--- config.mk ---
export PLATFORM = sky130hd
export DESIGN_NAME = uart_host_regs
export DESIGN_NICKNAME = d
export VERILOG_FILES = /design/src/rtl/uart_regs_pkg.sv /design/src/rtl/uart_rx_queue.sv /design/src/rtl/uart_reg_ctrl.sv /design/src/rtl/uart_reg_datapath.sv /design/src/rtl/uart_host_regs.sv
export SDC_FILE = /design/constraint.sdc
export NUM_CORES = 1
export LEC_CHECK = 0
export ABC_AREA = 0
export CAP_MARGIN = 25
export CORE_MARGIN = 2
export CORE_UTILIZATION = 55
export CTS_BUF_LIST = sky130_fd_sc_hd__clkbuf_4 sky130_fd_sc_hd__clkbuf_8 sky130_fd_sc_hd__clkbuf_16
export CTS_CLUSTER_DIAMETER = 150
export DETAILED_ROUTE_END_ITERATION = 10
export GPL_TIMING_DRIVEN = 0
export PLACE_DENSITY = 0.76
export SLEW_MARGIN = 20
export SYNTH_ARGS = -nofsm -noshare
export SYNTH_HDL_FRONTEND = slang
export SYNTH_SLANG_ARGS = --single-unit
--- constraint.sdc ---
create_clock -name clk -period 3.05 [get_ports clk]
set_input_delay 0.61 -clock clk [delete_from_list [all_inputs] [get_ports clk]]
set_output_delay 0.61 -clock clk [all_outputs]
set_load 0.005 [all_outputs]
--- src/rtl/uart_regs_pkg.sv ---
package uart_regs_pkg;
  localparam int BYTE_W = 8;
  localparam int OFF_W  = 3;

  localparam logic [OFF_W-1:0] OFF_DATA = 3'd0;
  localparam logic [OFF_W-1:0] OFF_IER  = 3'd1;
  localparam logic [OFF_W-1:0] OFF_IIR  = 3'd2;
  localparam logic [OFF_W-1:0] OFF_LCR  = 3'd3;
  localparam logic [OFF_W-1:0] OFF_MCR  = 3'd4;
  localparam logic [OFF_W-1:0] OFF_LSR  = 3'd5;
  localparam logic [OFF_W-1:0] OFF_MSR  = 3'd6;
  localparam logic [OFF_W-1:0] OFF_SCR  = 3'd7;

  localparam int DIV_ACCESS_BIT = 7;
  localparam int LOOPBACK_BIT   = 4;

  typedef struct packed {
    logic wrDivLo;
    logic wrDivHi;
    logic wrIer;
    logic wrFcr;
    logic wrLcr;
    logic wrMcr;
    logic wrScr;
    logic wrThr;
    logic rdRbr;
    logic rdIir;
  } regStrobes_t;
endpackage

--- src/rtl/uart_rx_queue.sv ---
module uart_rx_queue #(
  parameter int WIDTH = 8,
  parameter int DEPTH = 16
) (
  input  logic             clk,
  input  logic             rst,
  input  logic             push,
  input  logic [WIDTH-1:0] pushData,
  input  logic             pop,
  output logic [WIDTH-1:0] head,
  output logic             empty,
  output logic             full,
  output logic [$clog2(DEPTH):0] count
);
  localparam int PTR_W = $clog2(DEPTH);
  localparam int CNT_W = PTR_W + 1;

  logic [WIDTH-1:0] mem [DEPTH];
  logic [PTR_W-1:0] wrPtr, rdPtr;
  logic [CNT_W-1:0] cnt;
  logic             doPush, doPop;

  assign empty  = (cnt == '0);
  assign full   = (cnt == CNT_W'(DEPTH));
  assign doPush = push && !full;
  assign doPop  = pop && !empty;
  assign head   = mem[rdPtr];
  assign count  = cnt;

  always_ff @(posedge clk) begin
    if (doPush) mem[wrPtr] <= pushData;
  end

  always_ff @(posedge clk) begin
    if (rst) begin
      wrPtr <= '0;
      rdPtr <= '0;
      cnt   <= '0;
    end else begin
      if (doPush) wrPtr <= (wrPtr == PTR_W'(DEPTH - 1)) ? '0 : wrPtr + 1'b1;
      if (doPop)  rdPtr <= (rdPtr == PTR_W'(DEPTH - 1)) ? '0 : rdPtr + 1'b1;
      case ({doPush, doPop})
        2'b10:   cnt <= cnt + 1'b1;
        2'b01:   cnt <= cnt - 1'b1;
        default: cnt <= cnt;
      endcase
    end
  end

  AST_COUNT_BOUND: assert property (@(posedge clk) disable iff (rst)
    cnt <= CNT_W'(DEPTH)) else $error("queue count beyond depth");

  AST_FULL_DROP: assert property (@(posedge clk) disable iff (rst)
    (full && push && !pop) |=> (full && $stable(wrPtr) && $stable(rdPtr)))
    else $error("push into full queue moved pointers");

  AST_PUSH_GROW: assert property (@(posedge clk) disable iff (rst)
    (push && !full && !pop) |=> (cnt == $past(cnt) + CNT_W'(1)))
    else $error("accepted push did not grow queue");
endmodule

--- src/rtl/uart_reg_ctrl.sv ---
module uart_reg_ctrl
  import uart_regs_pkg::*;
(
  input  logic             clk,
  input  logic             rst,
  input  logic [OFF_W-1:0] regAddr,
  input  logic             regWrEn,
  input  logic             regRdEn,
  input  logic             divAccess,
  output regStrobes_t      strobes
);
  always_comb begin
    strobes = '0;
    if (regWrEn) begin
      case (regAddr)
        OFF_DATA: begin
          if (divAccess) strobes.wrDivLo = 1'b1;
          else           strobes.wrThr   = 1'b1;
        end
        OFF_IER: begin
          if (divAccess) strobes.wrDivHi = 1'b1;
          else           strobes.wrIer   = 1'b1;
        end
        OFF_IIR: strobes.wrFcr = 1'b1;
        OFF_LCR: strobes.wrLcr = 1'b1;
        OFF_MCR: strobes.wrMcr = 1'b1;
        OFF_SCR: strobes.wrScr = 1'b1;
        default: ;
      endcase
    end
    if (regRdEn) begin
      if (regAddr == OFF_DATA && !divAccess) strobes.rdRbr = 1'b1;
      if (regAddr == OFF_IIR)                strobes.rdIir = 1'b1;
    end
  end

  AST_ONE_WRITE: assert property (@(posedge clk) disable iff (rst)
    $onehot0({strobes.wrDivLo, strobes.wrDivHi, strobes.wrIer, strobes.wrFcr,
              strobes.wrLcr, strobes.wrMcr, strobes.wrScr, strobes.wrThr}))
    else $error("more than one register written");

  AST_DIV_NO_DATA: assert property (@(posedge clk) disable iff (rst)
    divAccess |-> !(strobes.wrThr || strobes.rdRbr || strobes.wrIer))
    else $error("data path touched in divisor mode");
endmodule

--- src/rtl/uart_reg_datapath.sv ---
module uart_reg_datapath
  import uart_regs_pkg::*;
#(
  parameter int QUEUE_DEPTH = 16
) (
  input  logic              clk,
  input  logic              rst,
  input  regStrobes_t       strobes,
  input  logic [OFF_W-1:0]  regAddr,
  input  logic [BYTE_W-1:0] regWrData,
  output logic [BYTE_W-1:0] regRdData,
  input  logic              rxValid,
  input  logic [BYTE_W-1:0] rxByte,
  input  logic              txReady,
  output logic              txValid,
  output logic [BYTE_W-1:0] txByte,
  input  logic [3:0]        intId,
  output logic              divAccess,
  output logic              fifoEnable,
  output logic [3:0]        ierOut,
  output logic [15:0]       divisor,
  output logic              rxPushStrobe,
  output logic              rxDrainStrobe,
  output logic              txWriteStrobe,
  output logic              iirReadStrobe
);
  localparam int CNT_W = $clog2(QUEUE_DEPTH) + 1;

  logic [BYTE_W-1:0] lineCtrl, modemCtrl, scratch;
  logic [3:0]        intEnable;
  logic              fifoEn;
  logic [15:0]       divReg;
  logic              loopback;

  logic              qPush, qEmpty, qFull;
  logic [BYTE_W-1:0] qData, qHead;
  logic [CNT_W-1:0]  qCount;
  logic              accepted;

  assign divAccess = lineCtrl[DIV_ACCESS_BIT];
  assign loopback  = modemCtrl[LOOPBACK_BIT];

  always_comb begin
    if (strobes.wrThr && loopback) begin
      qPush = 1'b1;
      qData = regWrData;
    end else begin
      qPush = rxValid;
      qData = rxByte;
    end
  end

  assign accepted = qPush && !qFull;

  uart_rx_queue #(.WIDTH(BYTE_W), .DEPTH(QUEUE_DEPTH)) rxQueue (
    .clk      (clk),
    .rst      (rst),
    .push     (qPush),
    .pushData (qData),
    .pop      (strobes.rdRbr),
    .head     (qHead),
    .empty    (qEmpty),
    .full     (qFull),
    .count    (qCount)
  );

  always_ff @(posedge clk) begin
    if (rst) begin
      lineCtrl  <= '0;
      modemCtrl <= '0;
      scratch   <= '0;
      intEnable <= '0;
      fifoEn    <= 1'b0;
      divReg    <= '0;
    end else begin
      if (strobes.wrLcr)   lineCtrl     <= regWrData;
      if (strobes.wrMcr)   modemCtrl    <= regWrData;
      if (strobes.wrScr)   scratch      <= regWrData;
      if (strobes.wrIer)   intEnable    <= regWrData[3:0];
      if (strobes.wrFcr)   fifoEn       <= regWrData[0];
      if (strobes.wrDivLo) divReg[7:0]  <= regWrData;
      if (strobes.wrDivHi) divReg[15:8] <= regWrData;
    end
  end

  always_ff @(posedge clk) begin
    if (rst) begin
      txValid <= 1'b0;
      txByte  <= '0;
    end else if (strobes.wrThr && !loopback) begin
      txValid <= 1'b1;
      txByte  <= regWrData;
    end else if (txValid && txReady) begin
      txValid <= 1'b0;
    end
  end

  always_comb begin
    case (regAddr)
      OFF_DATA: regRdData = divAccess ? divReg[7:0] : (qEmpty ? 8'h00 : qHead);
      OFF_IER:  regRdData = divAccess ? divReg[15:8] : {4'b0000, intEnable};
      OFF_IIR:  regRdData = {{2{fifoEn}}, 2'b00, intId};
      OFF_LCR:  regRdData = lineCtrl;
      OFF_MCR:  regRdData = modemCtrl;
      OFF_LSR:  regRdData = {1'b0, 2'b11, 4'b0000, !qEmpty};
      OFF_MSR:  regRdData = 8'h00;
      default:  regRdData = scratch;
    endcase
  end

  assign fifoEnable    = fifoEn;
  assign ierOut        = intEnable;
  assign divisor       = divReg;
  assign rxPushStrobe  = accepted;
  assign rxDrainStrobe = strobes.rdRbr && !accepted && (qCount <= CNT_W'(1));
  assign txWriteStrobe = strobes.wrThr;
  assign iirReadStrobe = strobes.rdIir;

  AST_LOOP_NO_TX: assert property (@(posedge clk) disable iff (rst)
    (strobes.wrThr && loopback && !txValid) |=> !txValid)
    else $error("loopback byte reached transmit handshake");

  AST_TX_HOLD: assert property (@(posedge clk) disable iff (rst)
    (txValid && !txReady && !strobes.wrThr) |=> (txValid && $stable(txByte)))
    else $error("pending transmit byte lost");

  AST_DRAIN_EMPTY: assert property (@(posedge clk) disable iff (rst)
    rxDrainStrobe |=> qEmpty)
    else $error("drain strobe but queue not empty");
endmodule

--- src/rtl/uart_host_regs.sv ---
module uart_host_regs
  import uart_regs_pkg::*;
#(
  parameter int QUEUE_DEPTH = 16
) (
  input  logic        clk,
  input  logic        rst,
  input  logic [2:0]  regAddr,
  input  logic        regWrEn,
  input  logic        regRdEn,
  input  logic [7:0]  regWrData,
  output logic [7:0]  regRdData,
  input  logic        rxValid,
  input  logic [7:0]  rxByte,
  input  logic        txReady,
  output logic        txValid,
  output logic [7:0]  txByte,
  input  logic [3:0]  intId,
  output logic        fifoEnable,
  output logic [3:0]  ierOut,
  output logic [15:0] divisor,
  output logic        rxPushStrobe,
  output logic        rxDrainStrobe,
  output logic        txWriteStrobe,
  output logic        iirReadStrobe
);
  regStrobes_t strobes;
  logic        divAccess;

  uart_reg_ctrl ctrl (
    .clk       (clk),
    .rst       (rst),
    .regAddr   (regAddr),
    .regWrEn   (regWrEn),
    .regRdEn   (regRdEn),
    .divAccess (divAccess),
    .strobes   (strobes)
  );

  uart_reg_datapath #(.QUEUE_DEPTH(QUEUE_DEPTH)) dpath (
    .clk           (clk),
    .rst           (rst),
    .strobes       (strobes),
    .regAddr       (regAddr),
    .regWrData     (regWrData),
    .regRdData     (regRdData),
    .rxValid       (rxValid),
    .rxByte        (rxByte),
    .txReady       (txReady),
    .txValid       (txValid),
    .txByte        (txByte),
    .intId         (intId),
    .divAccess     (divAccess),
    .fifoEnable    (fifoEnable),
    .ierOut        (ierOut),
    .divisor       (divisor),
    .rxPushStrobe  (rxPushStrobe),
    .rxDrainStrobe (rxDrainStrobe),
    .txWriteStrobe (txWriteStrobe),
    .iirReadStrobe (iirReadStrobe)
  );
endmodule

# Word-level counts from Yosys, hierarchy flattened
# Memory sizes are Yosys's and may differ from the RTL's. A register that Yosys moved wholly into a read port is not among the register bits.
# Cells that the tools add are included.
# op_classes
n_lt_le_gt_ge	1
muxes	27
n_addsub	4
reduce_logical	17
n_eq_ne	12
# ops
op	count
one-hot mux 8 bit (7 select lines)	1
two-way mux 8 bit	5
two-way mux 4 bit	4
two-way mux 1 bit	14
== test 3 bit (second input constant)	4
one-hot mux 5 bit (2 select lines)	1
adder 4 x 1 -> 4 bit (second input constant)	2
== test 4 bit (second input constant)	2
logical AND 1 bit	8
== test 3 x 2 -> 1 bit (second input constant)	2
adder 5 x 1 -> 5 bit (second input constant)	1
== test 5 bit (second input constant)	1
<= comparator 5 x 1 -> 1 bit (second input constant)	1
logical NOT 1 bit	5
logical NOT 5 bit	1
subtractor 5 x 1 -> 5 bit (second input constant)	1
two-way mux 2 bit	2
nonzero test 2 bit	2
== test 3 x 1 -> 1 bit (second input constant)	1
logical NOT 3 bit	1
== test 2 x 1 -> 1 bit (second input constant)	1
== test 2 bit (second input constant)	1
# totals
ff_bits	67
memories	1
input_bits	29
output_inout_bits	42
word_cells	74
ramBits	128
# mem_list
memory	words	width	read_ports	rd_clocked_by_memory_dff	wr	line	rtl
dpath.rxQueue.mem	16	8	1	1	1	uart_rx_queue.sv:18	logic [WIDTH-1:0] mem [DEPTH];

# Longest topological paths before layout
# depth
depth_word	9
depth_mapped	11
depth_no_buf	10

# Hierarchy
# A second synthesis with hierarchy kept.
# unflattened
hier_cells	601
hier_area_um2	8569.5
# modules_own_cells
module	n_inst	cells_each	seq_area_each_um2	area_per_inst_um2
uart_rx_queue	1	296	4184.0	5855.6
uart_reg_datapath	1	288	1081.0	2590.0
uart_reg_ctrl	1	17	0.0	123.9

# Least setup slack after synthesis
# No wires, ideal clock.
# synth_path
path_kind	in2reg
start	input port regAddr[0]
end	memory dpath.rxQueue.mem[0][0], enable pin
arrival_ns	2.318
t_required_ns	2.667
path_slack_ns	0.349
setup_ns	0.383
cell_stages	7
n_path_buf	2
path_cell_list	clkbuf_1 nor2_1 a41o_1 and2_1 buf_2 nand2_1 nor3_1
# synth_via
elab_chain_len	8
# synth_lines
element	line	rtl
from (decl)	uart_host_regs.sv:8	input logic [2:0] regAddr,
logical NOT 3 bit	uart_reg_ctrl.sv:15	case (regAddr)
two-way mux 1 bit	uart_reg_ctrl.sv:15	
two-way mux 8 bit	uart_reg_ctrl.sv:14	if (regWrEn) begin
logical AND 1 bit	uart_reg_datapath.sv:44	if (strobes.wrThr && loopback) begin
two-way mux 1 bit	uart_reg_datapath.sv:44	
logical AND 1 bit	--	
named net rxPushStrobe	uart_host_regs.sv:22	output logic rxPushStrobe,
two-way mux 1 bit	uart_rx_queue.sv:31	if (doPush) mem[wrPtr] <= pushData;
two-way mux 1 bit (not written as such)	uart_rx_queue.sv:31	
to (decl)	uart_rx_queue.sv:18	
# The timed path passes the listed nets, and every way through them passes these cells.

==> summary.txt <==
result of the run: complete, no violations
vias in the first global route: 5760
Worst Hold End: dpath.modemCtrl[1]
largest net degree at the start of global routing: 20
Post-synth EDFFs: 128
cell depth of the worst flop-to-flop path: 8
residual antenna-violating net count after detailed routing: 0
nets in the synthesized netlist: 695
largest cells by area after synthesis: edfxtp_1 (46%), dfxtp_1 (17%), mux4_2 (7.2%), mux2i_1 (5.8%), nor2_1 (3.3%)
share of flip-flops with an asynchronous set or reset after synthesis: 0
portion of synthesized cell area occupied by the leading cell type: 0.4569
clock-pin slew on the worst setup and hold paths: 0.08 ns
slowest library cell on the worst path: mux4_2
type of the setup path with the least slack: flip-flop to primary output
Post-Syn Area: 8413 sq um
Leakage: 0.003576 uW
library cell appearing most often on the critical path: buf_6
dpl hpwl: 15080 microns
number of nets in the final layout: 785
Yosys Warn Count: 0
slack of the critical path: 0.02774 ns
antenna violations before repair: 0
post-route clock period utilization: 0.9909
number of inserted diodes: 0
number of distinct standard cells referenced by the synthesized netlist: 51
total global-route track usage: 0.2719
via count: 5821
maximum VDD drop: 0.4102 mV
shortest period the worst path allows: 3.022 ns
Post-Place Setup Slack: -0.7207 ns
Reg2Reg Launch Point: dpath.lineCtrl[7]
Skew-Pair Late Insertion Delay: 0.44 ns
routed wire length: 21440 microns
syn_area_per_cell: 12.82 sq um
count of buffers inserted at the top-level ports: 64
synthesized flop and latch total: 199
average vias per placed instance: 6.147
cell-by-cell listing of the critical path: buf_6 > buf_6 > buf_8 > mux4_2 > a22oi_2 > nand3_1 > a22oi_1 > nor2_1 > dlygate4sd2_1
power per unit of standard cell area: 541.6 nW/um^2
synth cell count leaders: edfxtp_1 (128), nor2_1 (75), nand2_1 (72), dfxtp_1 (71), mux2i_1 (49)
Final Slew Violations: 0
remaining global-route overflow: 0
sort of element at the start of the critical path: flip-flop
final setup fails: 0
Critical R2R Capture: dpath.rxQueue.count[2]
clock buffer depth: 2
Core ar.: 15090 sq um
clock root buffer: clkbuf_16
number of failing hold endpoints at the final stage: 0
placement row count: 45
maximum level of the CTS H-tree: 4
total die area: 16300 sq um
initial core utilization: 0.5575
number of sinks handled by clock tree synthesis: 199
average wire per cell in the routed design: 22.64 microns
transition time at the pin with the least slew margin: 0.9985 ns
fraction of layout cells with a size suffix above 1: 0.1713
routability cong.: 0.9296
Area Overhead vs Synth: 20.00%
number of violations reported at the end of detailed-routing iteration 0: 630
Clock Skews: 0.009331 ns
ys flop type: edfxtp_1
total iterations of the first detailed-routing run: 5
num ports: 71
DRC: 0
final worst hold slack: 0.4584 ns
startpoint of the most critical hold path: dpath.modemCtrl[1]
leading area contributor after synthesis: edfxtp_1
CP Data Required Time: 2.44 ns
width of the die: 127.7 microns
global-route wire length before repair: 32750 microns
sequential area share after synthesis: 0.6258
critical path endpoint category: primary output
instance count of the mapped netlist: 656
RSZ-0062 raised after global routing: true
largest stage delay on the critical path: 0.35 ns
cts hold-fix bufs: 0
Hold/Removal Path Class: flip-flop to flip-flop
count of maximum capacitance violations: 0
top-count cell post-synth: edfxtp_1
normalized max-slew margin: 0.3319
fmax: 0.3309 GHz
TritonCTS clock tree: done
family of cells with the greatest summed delay on the critical path: buffers and inverters
FF-to-FF setup slack: 0.60 ns
number of buffers created by CTS: 17
crit-path max FO: 10
Arr. time, crit path: 2.41 ns
worst path buffer plus inverter count: 4
DIE HEIGHT: 127.7 microns
cell count of the worst hold path: 2
report_power, final:
group          switching [uW]  internal [uW]
Clock                    1060           1110
Sequential               22.5           2900
Combinational             226            156
Total                    1310           4160
placed cells by master (no fill, tap or decap), types with 5 or more instances in the layout:
master,synthesis,final
clkbuf_4,0,8
mux2i_1,49,49
clkdlybuf4s50_1,0,54
inv_8,0,5
buf_2,9,5
mux4_2,27,27
nor2_1,75,72
buf_4,0,7
dlygate4sd2_1,0,6
dfxtp_1,71,68
nand2_1,72,72
a22oi_1,10,7
ha_1,10,10
nand3_1,22,20
inv_1,9,9
a31oi_1,7,6
clkbuf_1,25,17
o211ai_1,5,5
clkbuf_16,0,17
a21oi_1,42,42
mux2_2,11,10
o21ai_0,14,13
edfxtp_1,128,128
buf_6,3,9
layout make-up:
class | instances | area (sq um)
plain buffers | 41 | 271.5
clock buffers | 19 | 440.4
clock inverters | 13 | 128.9
fillers | 1074 | 4994
inverters | 9 | 33.78
multi-input cells | 407 | 3034
flip-flops and latches | 199 | 5271
well taps | 188 | 235.2
repair buffers | 71 | 680.7
kinds of logic (layout without fill, tap and decap cells):
| family | Yosys count | in the layout | share of synthesized area |
|---|---|---|---|
| fa+ha+maj | 10 | 10 | 0.01487 |
| xor+xnor | 6 | 6 | 0.006246 |
| compound gates | 92 | 92 | 0.06663 |
| simple gates | 212 | 212 | 0.1148 |
| buf+inv | 50 | 153 | 0.02632 |
| flops | 199 | 199 | 0.6258 |
| mux | 87 | 87 | 0.1453 |
timing repair:
item,CTS,global route
endpoints found under the hold margin,0,0
setup endpoints to repair,100,11
resized for setup,57,23
buffers inserted,4,3
pin swaps,14,6
tightest hold or removal path: stages (launching register included):
cell     delay, ns
dfxtp_1       0.31
nand2_1       0.05
a21oi_1       0.05
layer usage:
metal | vias up | routed length (microns) | track usage | part of all wire
li1 | 2605 | - | - | -
met1 | 2900 | 8625 | 0.3438 | 0.40
met2 | 275 | 10640 | 0.4634 | 0.50
met3 | 41 | 1474 | 0.04841 | 0.069
met4 | 0 | 699 | 0.1183 | 0.033
met5 | - | 0 | 0 | 0
flip-flops by register name, summed over array words and instances, names as in the netlist, named ones only:
name	count
dpath.rxQueue.mem	128
dpath.fifoEnable	1
dpath.modemCtrl	8
dpath.rxQueue.wrPtr	4
dpath.rxQueue.rdPtr	4
dpath.divisor	16
dpath.scratch	8
dpath.lineCtrl	8
dpath.txValid	1
dpath.txByte	8
dpath.rxQueue.count	5
dpath.ierOut	4
through the flow:
| stage | area (sq um) | cells | setup TNS, ns | utilization | power (uW) |
|---|---|---|---|---|---|
| after floorplan | 8413 | 656 | 0 | - | 3176 |
| after global placement | 9289 | 908 | -73.38 | 0.6156 | 3323 |
| after detailed placement | 9309 | 908 | -61.96 | 0.6169 | 3337 |
| after CTS | 10010 | 944 | 0 | 0.6634 | 5470 |
| after global routing | 10100 | 947 | -0.2349 | 0.6691 | 5619 |
| final | 10100 | 947 | 0 | 0.6691 | 5468 |
how the worst max path moves through the flow:
| stage | end | slack [ns] | from | cells past startpoint |
|---|---|---|---|---|
| final | regRdData[3] | 0.03 | flip-flop | 9 |
| after global routing | regRdData[3] | -0.08 | flip-flop | 9 |
| after CTS | rxDrainStrobe | 0.0006 | regAddr[2] | 5 |
| after detailed placement | regRdData[1] | -0.72 | regAddr[1] | 8 |
| after global placement | dpath.rxQueue.mem[0][3] | -0.96 | regAddr[1] | 7 |
| after floorplan | dpath.rxQueue.mem[0][0] | 0.35 | regAddr[0] | 7 |
(Power assumes the default switching activity.)
